[config.mk]
export PLATFORM = sky130hd
export DESIGN_NAME = irq_entry_seq
export DESIGN_NICKNAME = d
export VERILOG_FILES = /design/src/rtl/irq_seq_pkg.sv /design/src/rtl/irq_prio_arb.sv /design/src/rtl/irq_gie_ctl.sv /design/src/rtl/irq_seq_fsm.sv /design/src/rtl/irq_entry_seq.sv
export SDC_FILE = /design/constraint.sdc
export NUM_CORES = 1
export LEC_CHECK = 0
export BUFFER_PORTS_ARGS = -buffer_cell sky130_fd_sc_hd__buf_2
export CORE_MARGIN = 5
export CORE_UTILIZATION = 50
export DETAILED_ROUTE_END_ITERATION = 6
export PLACE_DENSITY_LB_ADDON = 0.2
export SLEW_MARGIN = 20
export SYNTH_ARGS = -nofsm -noshare
export SYNTH_HDL_FRONTEND = slang
export SYNTH_SLANG_ARGS = --single-unit
export TNS_END_PERCENT = 100
[constraint.sdc]
create_clock -name clk -period 1.8 [get_ports clk]
set_input_delay 0.09 -clock clk [delete_from_list [all_inputs] [get_ports clk]]
set_output_delay 0.09 -clock clk [all_outputs]
set_load 0.03 [all_outputs]
[src/rtl/irq_seq_pkg.sv]
package irq_seq_pkg;

  typedef enum logic [3:0] {
    ST_IDLE,
    ST_ENT0,
    ST_ENT1,
    ST_ENT2,
    ST_ENT3,
    ST_JMP0,
    ST_JMP1,
    ST_RET0,
    ST_RET1,
    ST_RET2,
    ST_RET3
  } seq_state_t;

endpackage

[src/rtl/irq_prio_arb.sv]
module irq_prio_arb #(
  parameter int NUM_IRQ = 8,
  localparam int IDX_W  = $clog2(NUM_IRQ)
) (
  input  logic [NUM_IRQ-1:0] req,
  output logic [IDX_W-1:0]   win_idx,
  output logic               req_any
);

  // Walk from the top down so the lowest set index is written last.
  always_comb begin
    win_idx = '0;
    for (int i = NUM_IRQ - 1; i >= 0; i--) begin
      if (req[i]) win_idx = IDX_W'(i);
    end
  end

  assign req_any = |req;

  always_comb begin
    if (req_any) begin
      assert_lowest_wins_R1 : assert (req[win_idx]);
    end
  end

endmodule

[src/rtl/irq_gie_ctl.sv]
module irq_gie_ctl (
  input  logic clk,
  input  logic rst_n,
  input  logic hw_clr,
  input  logic hw_set,
  input  logic sw_set,
  input  logic sw_clr,
  output logic gie
);

  logic gie_d;
  logic gie_en;

  always_comb begin
    gie_en = hw_clr | hw_set | sw_set | sw_clr;
    if (hw_clr)      gie_d = 1'b0;
    else if (hw_set) gie_d = 1'b1;
    else if (sw_clr) gie_d = 1'b0;
    else             gie_d = sw_set;
  end

  always_ff @(posedge clk or negedge rst_n) begin
    if (!rst_n)      gie <= 1'b0;
    else if (gie_en) gie <= gie_d;
  end

  assert_hw_clr_wins_R5 : assert property (@(posedge clk) disable iff (!rst_n)
    hw_clr |=> !gie);

  assert_hw_set_R5 : assert property (@(posedge clk) disable iff (!rst_n)
    (hw_set && !hw_clr) |=> gie);

endmodule

[src/rtl/irq_seq_fsm.sv]
module irq_seq_fsm
  import irq_seq_pkg::*;
#(
  parameter int NUM_IRQ = 8,
  parameter int PC_W    = 16,
  localparam int IDX_W  = $clog2(NUM_IRQ),
  localparam int BW     = PC_W / 2
) (
  input  logic               clk,
  input  logic               rst_n,
  input  logic               insn_done,
  input  logic               reti_dec,
  input  logic               gie,
  input  logic               req_any,
  input  logic [IDX_W-1:0]   win_idx,
  input  logic [PC_W-1:0]    pc_cur,
  input  logic [BW-1:0]      stk_rd_data,
  output logic [NUM_IRQ-1:0] ack,
  output logic               gie_clr,
  output logic               gie_set,
  output logic               core_stall,
  output logic               jmp_phase,
  output logic               push_req,
  output logic               pop_req,
  output logic [BW-1:0]      stk_wr_data,
  output logic               pc_load,
  output logic [PC_W-1:0]    pc_load_val
);

  seq_state_t        st_q, st_d;
  logic [IDX_W-1:0]  idx_q;
  logic [PC_W-1:0]   ret_pc_q;
  logic [BW-1:0]     pop_hi_q, pop_lo_q;
  logic              hold_q, hold_d, hold_en;
  logic              is_idle, take, start_ret;
  logic [PC_W-1:0]   vec_addr;

  assign is_idle   = (st_q == ST_IDLE);
  assign start_ret = is_idle & reti_dec;
  assign take      = is_idle & ~reti_dec & insn_done & ~hold_q & gie & req_any;

  // next state
  always_comb begin
    st_d = st_q;
    unique case (st_q)
      ST_IDLE: begin
        if (start_ret) st_d = ST_RET0;
        else if (take) st_d = ST_ENT0;
      end
      ST_ENT0: st_d = ST_ENT1;
      ST_ENT1: st_d = ST_ENT2;
      ST_ENT2: st_d = ST_ENT3;
      ST_ENT3: st_d = ST_JMP0;
      ST_JMP0: st_d = ST_JMP1;
      ST_JMP1: st_d = ST_IDLE;
      ST_RET0: st_d = ST_RET1;
      ST_RET1: st_d = ST_RET2;
      ST_RET2: st_d = ST_RET3;
      ST_RET3: st_d = ST_IDLE;
      default: st_d = ST_IDLE;
    endcase
  end

  // one-instruction hold after a return
  always_comb begin
    hold_en = 1'b0;
    hold_d  = hold_q;
    if (st_q == ST_RET3) begin
      hold_en = 1'b1;
      hold_d  = 1'b1;
    end else if (is_idle & ~reti_dec & insn_done & hold_q) begin
      hold_en = 1'b1;
      hold_d  = 1'b0;
    end
  end

  always_ff @(posedge clk or negedge rst_n) begin
    if (!rst_n) st_q <= ST_IDLE;
    else        st_q <= st_d;
  end

  always_ff @(posedge clk or negedge rst_n) begin
    if (!rst_n)       hold_q <= 1'b0;
    else if (hold_en) hold_q <= hold_d;
  end

  always_ff @(posedge clk or negedge rst_n) begin
    if (!rst_n) begin
      idx_q    <= '0;
      ret_pc_q <= '0;
    end else if (take) begin
      idx_q    <= win_idx;
      ret_pc_q <= pc_cur;
    end
  end

  always_ff @(posedge clk or negedge rst_n) begin
    if (!rst_n)                  pop_hi_q <= '0;
    else if (st_q == ST_RET1)    pop_hi_q <= stk_rd_data;
  end

  always_ff @(posedge clk or negedge rst_n) begin
    if (!rst_n)                  pop_lo_q <= '0;
    else if (st_q == ST_RET2)    pop_lo_q <= stk_rd_data;
  end

  // outputs
  genvar gi;
  generate
    for (gi = 0; gi < NUM_IRQ; gi++) begin : g_ack
      assign ack[gi] = (st_q == ST_ENT0) && (idx_q == IDX_W'(gi));
    end
  endgenerate

  assign vec_addr    = {{(PC_W-IDX_W){1'b0}}, idx_q} + PC_W'(1);
  assign gie_clr     = (st_q == ST_ENT0);
  assign gie_set     = (st_q == ST_RET3);
  assign core_stall  = (st_q inside {ST_ENT0, ST_ENT1, ST_ENT2, ST_ENT3,
                                     ST_RET0, ST_RET1, ST_RET2, ST_RET3});
  assign jmp_phase   = (st_q == ST_JMP0) || (st_q == ST_JMP1);
  assign push_req    = (st_q == ST_ENT1) || (st_q == ST_ENT2);
  assign pop_req     = (st_q == ST_RET1) || (st_q == ST_RET2);
  assign stk_wr_data = (st_q == ST_ENT1) ? ret_pc_q[BW-1:0] : ret_pc_q[PC_W-1:BW];
  assign pc_load     = (st_q == ST_ENT3) || (st_q == ST_RET3);
  assign pc_load_val = (st_q == ST_ENT3) ? vec_addr : {pop_hi_q, pop_lo_q};

  assert_ack_onehot_R2 : assert property (@(posedge clk) disable iff (!rst_n)
    $onehot0(ack));

  assert_stall_run_R2 : assert property (@(posedge clk) disable iff (!rst_n)
    (|ack) |=> core_stall);

  assert_no_take_in_hold_R7 : assert property (@(posedge clk) disable iff (!rst_n)
    (is_idle && hold_q) |=> !(|ack));

  assert_jmp_pair_R4 : assert property (@(posedge clk) disable iff (!rst_n)
    $rose(jmp_phase) |=> jmp_phase);

endmodule

[src/rtl/irq_entry_seq.sv]
module irq_entry_seq #(
  parameter int NUM_IRQ = 8,
  parameter int PC_W    = 16,
  localparam int IDX_W  = $clog2(NUM_IRQ),
  localparam int BW     = PC_W / 2
) (
  input  logic               clk,
  input  logic               rst_n,
  input  logic [NUM_IRQ-1:0] irq_req,
  input  logic               sei_i,
  input  logic               cli_i,
  input  logic               insn_done,
  input  logic               reti_dec,
  input  logic [PC_W-1:0]    pc_cur,
  input  logic [BW-1:0]      stk_rd_data,
  output logic [NUM_IRQ-1:0] irq_ack,
  output logic               gie,
  output logic               core_stall,
  output logic               jmp_phase,
  output logic               push_req,
  output logic               pop_req,
  output logic [BW-1:0]      stk_wr_data,
  output logic               pc_load,
  output logic [PC_W-1:0]    pc_load_val
);

  logic [IDX_W-1:0] win_idx;
  logic             req_any;
  logic             gie_clr, gie_set;

  irq_prio_arb #(.NUM_IRQ(NUM_IRQ)) u_arb (
    .req     (irq_req),
    .win_idx (win_idx),
    .req_any (req_any)
  );

  irq_gie_ctl u_gie (
    .clk    (clk),
    .rst_n  (rst_n),
    .hw_clr (gie_clr),
    .hw_set (gie_set),
    .sw_set (sei_i),
    .sw_clr (cli_i),
    .gie    (gie)
  );

  irq_seq_fsm #(.NUM_IRQ(NUM_IRQ), .PC_W(PC_W)) u_fsm (
    .clk         (clk),
    .rst_n       (rst_n),
    .insn_done   (insn_done),
    .reti_dec    (reti_dec),
    .gie         (gie),
    .req_any     (req_any),
    .win_idx     (win_idx),
    .pc_cur      (pc_cur),
    .stk_rd_data (stk_rd_data),
    .ack         (irq_ack),
    .gie_clr     (gie_clr),
    .gie_set     (gie_set),
    .core_stall  (core_stall),
    .jmp_phase   (jmp_phase),
    .push_req    (push_req),
    .pop_req     (pop_req),
    .stk_wr_data (stk_wr_data),
    .pc_load     (pc_load),
    .pc_load_val (pc_load_val)
  );

  assert_push_pair_R3 : assert property (@(posedge clk) disable iff (!rst_n)
    $rose(push_req) |=> push_req);

  assert_load_after_push_R4 : assert property (@(posedge clk) disable iff (!rst_n)
    (push_req && $past(push_req)) |=> (pc_load && core_stall));

  assert_jmp_after_vector_R4 : assert property (@(posedge clk) disable iff (!rst_n)
    (pc_load && $past(push_req)) |=> (jmp_phase && !core_stall));

  assert_gie_drop_R5 : assert property (@(posedge clk) disable iff (!rst_n)
    (|irq_ack) |=> !gie);

  assert_push_pop_excl_R6 : assert property (@(posedge clk) disable iff (!rst_n)
    !(push_req && pop_req));

  assert_load_after_pop_R6 : assert property (@(posedge clk) disable iff (!rst_n)
    (pop_req && $past(pop_req)) |=> (pc_load && core_stall));

  assert_boundary_only_R8 : assert property (@(posedge clk) disable iff (!rst_n)
    !insn_done |=> !(|irq_ack));

  assert_gated_by_gie_R10 : assert property (@(posedge clk) disable iff (!rst_n)
    !gie |=> !(|irq_ack));

endmodule

=== Word-level counts from Yosys, hierarchy flattened ===
Cells that the tools add are included.
Widths: inputs -> output; s select.

* Register bits after elaboration: 41
* Output and inout port bits: 38

* Add/subtract/negate cells: 1
* Equality and inequality tests: 18
* Mux-type cells: 20
* Bitwise operators: 12
* Reductions and logical operators: 18

{| class="wikitable"
|+ Operator list
! operator !! number
|-
| $pmux 4 s9 || 1
|-
| $mux 3 || 8
|-
| $eq 4x3->1 const B || 4
|-
| $mux 16 || 1
|-
| $eq 3x3->1 const B || 4
|-
| $eq 4x4->1 const B || 3
|-
| $eq 4x2->1 const B || 2
|-
| $logic_and 1x1->1 || 8
|-
| $mux 4 || 2
|-
| $mux 8 || 1
|-
| $reduce_bool 8->1 || 1
|-
| $reduce_or 8->1 || 1
|-
| $and 1x1->1 || 7
|-
| $mux 1 || 7
|-
| $eq 3x2->1 const B || 2
|-
| $add 3x1->4 const B || 1
|-
| $eq 4x1->1 const B || 1
|-
| $logic_not 4->1 || 1
|-
| $logic_or 1x1->1 || 4
|-
| $eq 3x1->1 const B || 1
|-
| $logic_not 3->1 || 1
|-
| $ne 3x3->1 const B || 1
|-
| $or 1x1->1 || 3
|-
| $not 1->1 || 2
|-
| 2 further kinds || 2
|}

=== Longest topological paths before layout ===
* Word-level depth: 9
* Mapped depth: 6
* Gate-level depth less buffers: 4

=== Hierarchy ===
Synthesis repeated with hierarchy kept, for this count alone.

* Cells, all modules: 184
* Area, all modules: 2259.7 um2

{| class="wikitable"
|+ Modules (own cells, without submodules)
! module !! instances !! cells an instance !! area each (um2) !! sequential area each (um2)
|-
| irq_seq_fsm || 1 || 167 || 2137.0 || 1001.0
|-
| irq_prio_arb || 1 || 13 || 81.3 || 0.0
|-
| irq_gie_ctl || 1 || 4 || 41.3 || 25.0
|}

=== Worst setup path after synthesis ===
No wires, ideal clock.

* Path kind: register -> output
* Start: reg u_fsm.st_q[0]
* End: out pc_load_val[3]
* Arrival: 2.093 ns
* Data required time: 1.710 ns
* Path slack: -0.383 ns
* Cell stages (with the launch flop): 5
* Cells stage by stage: dfrtp_1 -> clkbuf_1 -> or3_1 -> clkbuf_1 -> o41ai_1

* Cells in the longest elaborated chain, start to end: 2

{| class="wikitable"
|+ Ends and longest elaborated chain
! element !! line !! RTL
|-
| start: declaration || irq_seq_fsm.sv:30 || <nowiki>seq_state_t st_q, st_d;</nowiki>
|-
| start signal: assignment || irq_seq_fsm.sv:79 || <nowiki>else st_q <= st_d;</nowiki>
|-
| $eq 4x3->1 || irq_seq_fsm.sv:125 || <nowiki>assign pc_load_val = (st_q == ST_ENT3) ? vec_addr : {pop_hi_q, pop_lo_q};</nowiki>
|-
| $mux 16 || irq_seq_fsm.sv:125 ||
|-
| end: declaration || irq_entry_seq.sv:24 || <nowiki>output logic [PC_W-1:0] pc_load_val</nowiki>
|}

Every way passes these cells.

=== Final worst setup path ===
* Start: reg u_fsm.st_q[3]
* End: out pc_load_val[1]

Same word-level chain as after synthesis.

==> impl_metrics.csv <==
group,metric,value,unit
finish,nFillCells,326,
pwr,power.density,1820,nW/um^2
critical_path,cp_max_fo,4,
route,vias_per_cell,5.25,
place,dp_hpwl,3.71,mm
timing,grt_setup_unrepaired,"true",
timing,setup_tns,0,ns
synth,syn_nets,236,
clock_network,cts_inserted_buffers,5,
timing,finalMaxSlewViolations,0,
synth,yosysSeqAreaShare,45.9,%
route,drcViolationCount,0,
timing,relSlewSlack,68.8,%
timing,hold_violations,0,
critical_path,cp-start-kind,"flip-flop",
route,first_iter_violations,41,
critical_path,rr_worst_depth,5,
synth,syn_area_per_cell,11.6,um^2
global_routing,grt_start_max_net_pins,24,
place,dp.cells,325,
clock_network,cts_sinks,41,
global_routing,overflow,0,
clock_network,htree_levels,2,
timing,fmax,557,MHz
critical_path,critPathKind,"reg2out",
pwr,p_sw,2.42,mW
synth,syn_area,2240,um^2
die,num_rows,24,
place,place_congestion,0.770,
critical_path,cp.required,1.71,ns
global_routing,grt_pass1_vias,1856,
route,dr.pass1.iters,4,
global_routing,grt_pass1_wl,8.68,mm
timing,worstMarginPinSlew,0.468,ns
pwr,power.internal,3.33,mW
finish,drive_gt1_share,49.0,%
pwr,p_leak,1.63,nW
worst_hold_path,min_path_type,"in2reg",
route,antenna_left,0,
clock_network,cts_buffer_depth,2,
timing,min_period,1.79,ns
die,core_area,4350,um^2
die,die-area,5910,um^2
finish,final_common_cell,"buf_2",
pwr,p_seq_share,27.5,%
die,start_util,51.4,%
synth,ys_async_sr_fraction,100,%
clock_network,insertion_delay,0.29,ns
place,port_buffers,75,
timing,fin_skew,0.00205,ns
finish,final_net_count,335,
clock_network,cts_root_buf,"clkbuf_8",
die,io_pins,76,
critical_path,setup.worst_path.end_class,"output pin",
route,wirelength,5.06,mm
finish,syn_to_final_growth,41.0,%
synth,synth_top_flop_cell,"dfrtp_1",
finish,fin_cells,344,
synth,synth_edf_count,0,
route,vias,1805,
finish,most-common-layout-cells,"buf_2, dfrtp_1, buf_4",
critical_path,crit_arrival,1.70,ns
critical_path,r2r_setup_slack,0.14,ns
die,fp.dieH,76.9,um
clock_network,cts_tree,"done",
pwr,vdd_drop_max,1.22,mV
finish,diodes,0,
timing,finalSetupViolCount,0,
die,die_w,76.9,um
critical_path,r2r-end,"u_fsm.st_q[0]$_DFFE_PN0P_",
critical_path,worstSetupEndpoint,"pc_load_val[1]",
critical_path,crit_start,"u_fsm.st_q[3]$_DFFE_PN0P_",
job,drv_cap,0,
synth,yosysWarnings,0,
clock_network,clk_pin_slew_worst_paths,0.08,ns
timing,period_share,99.7,%
critical_path,critPathMaxStageDelay,0.39,ns
run_status,status,"finished, final reports clean",
route,post_drt_wl_per_cell,14.7,um
synth,synth_seq_cells,41,
synth,synthCells,192,
pwr,comb_power_share,59.0,%
critical_path,rr_startpoint,"u_fsm.hold_q$_DFFE_PN0P_",
critical_path,slowest_stage,"dfrtp_1",
synth,synth.distinct_cells,38,
critical_path,worstPathCellList,"nand2b_1 > or3_4 > mux2_1 > buf_4",
pwr,swShare,42.1,%
global_routing,grt_util_all_layers,18.1,%
pwr,clockPowerShare,13.5,%
global_routing,antenna_found_initial,0,
[layout make-up]
type,count,area (um^2),share of cell area (%)
Multi-Input combinational cell,134,1180,37.4
Tap cell,52,65.1,2.06
Clock inverter,2,37.5,1.19
Sequential cell,41,1030,32.6
Inverter,7,28.8,0.913
Clock buffer,6,82.6,2.62
Timing Repair Buffer,102,731,23.2
[cells by family (layout without fill, tap and decap cells)]
family | after synthesis | in the layout | share of synthesized area [%]
AO/OA/AOI/OAI | 26 | 26 | 8.06
adder cells (fa/ha/maj) | 6 | 6 | 3.36
buffers and inverters | 17 | 117 | 3.64
flip-flops | 41 | 41 | 45.9
multiplexers | 42 | 42 | 22.8
AND/OR/NAND/NOR | 60 | 60 | 16.3
[state kept, by name, indices dropped and copies added (netlist names)]
register and flops:
u_gie.gie 1, u_fsm.ret_pc_q 16, u_fsm.pop_hi_q 8, u_fsm.hold_q 1, u_fsm.pop_lo_q 8, u_fsm.st_q 4, u_fsm.idx_q 3
[critical path: cells and delay by family (launching register included)]
family,cells,cell delay [ns]
multiplexers,1,0.33
AND/OR/NAND/NOR,2,0.53
flip-flops,1,0.39
buffers and inverters,1,0.17
[metrics by stage]
step	util [%]	worst slack (ns)	cell area, um^2	total power, mW	hold slack (ns)
floorplan	-	-0.0191	2240	3.58	-0.206
global placement	63.7	0.109	2770	4.39	0.0676
detailed placement	63.7	0.0861	2770	4.43	0.0757
CTS	70.3	-0.0131	3060	5.54	0.000173
global route	72.4	-0.0673	3150	6.14	0.00678
finish	72.4	0.00511	3150	5.75	0.00507
[worst min-delay path by stage]
stage	from	to	slack (ns)	cells past startpoint
6_report	pc_cur[13]	u_fsm.ret_pc_q[13]$_DFFE_PN0P_	0.005	2
5_1_grt	pc_cur[13]	u_fsm.ret_pc_q[13]$_DFFE_PN0P_	0.007	2
4_1_cts	pc_cur[13]	u_fsm.ret_pc_q[13]$_DFFE_PN0P_	0.0002	2
3_5_place_dp	rst_n	u_fsm.ret_pc_q[0]$_DFFE_PN0P_	0.08	1
3_3_place_gp	rst_n	u_fsm.ret_pc_q[0]$_DFFE_PN0P_	0.07	1
2_1_floorplan	rst_n	u_fsm.hold_q$_DFFE_PN0P_	-0.21	0
[power by group through the flow]
stage	logic, mW	registers [mW]	clock network, mW
finish	3.39	1.58	0.774
global route	3.66	1.64	0.835
CTS	3.18	1.57	0.792
detailed placement	2.82	1.61	0
global placement	2.79	1.60	0
floorplan	2.09	1.50	0
[per-layer routing]
layer | vias up | GRT usage [%] | share of wire (%)
li1 | 880 | - | -
met1 | 852 | 22.0 | 41
met2 | 68 | 30.7 | 49
met3 | 5 | 5.74 | 8.2
met4 | 0 | 4.72 | 1.0
met5 | - | 0 | 0
[Yosys cell counts, types with 3 or more instances]
cell type   n  area, um^2
o21ai_1     6        30.0
inv_1       6        22.5
nor2_1     11        41.3
nor2b_1     3        18.8
a21oi_1     9        45.0
ha_1        6        75.1
clkbuf_1    6        22.5
mux2_2     11         124
mux2_4     10         150
and3_1      8        50.1
nand2b_1    4        25.0
nand2_1     7        26.3
dfrtp_1    41        1030
mux2_1     20         225
and2_1     14        87.6
[repair_timing]
item                                   CTS  global route
endpoints found under the hold margin   21             0
setup endpoints to repair               22            32
hold buffers                             4             0
buffers inserted                         7             0
pin swaps                                1             0
gates cloned                             0             0
gates resized for setup                 26            36
Power figures use the tool's default switching activity.
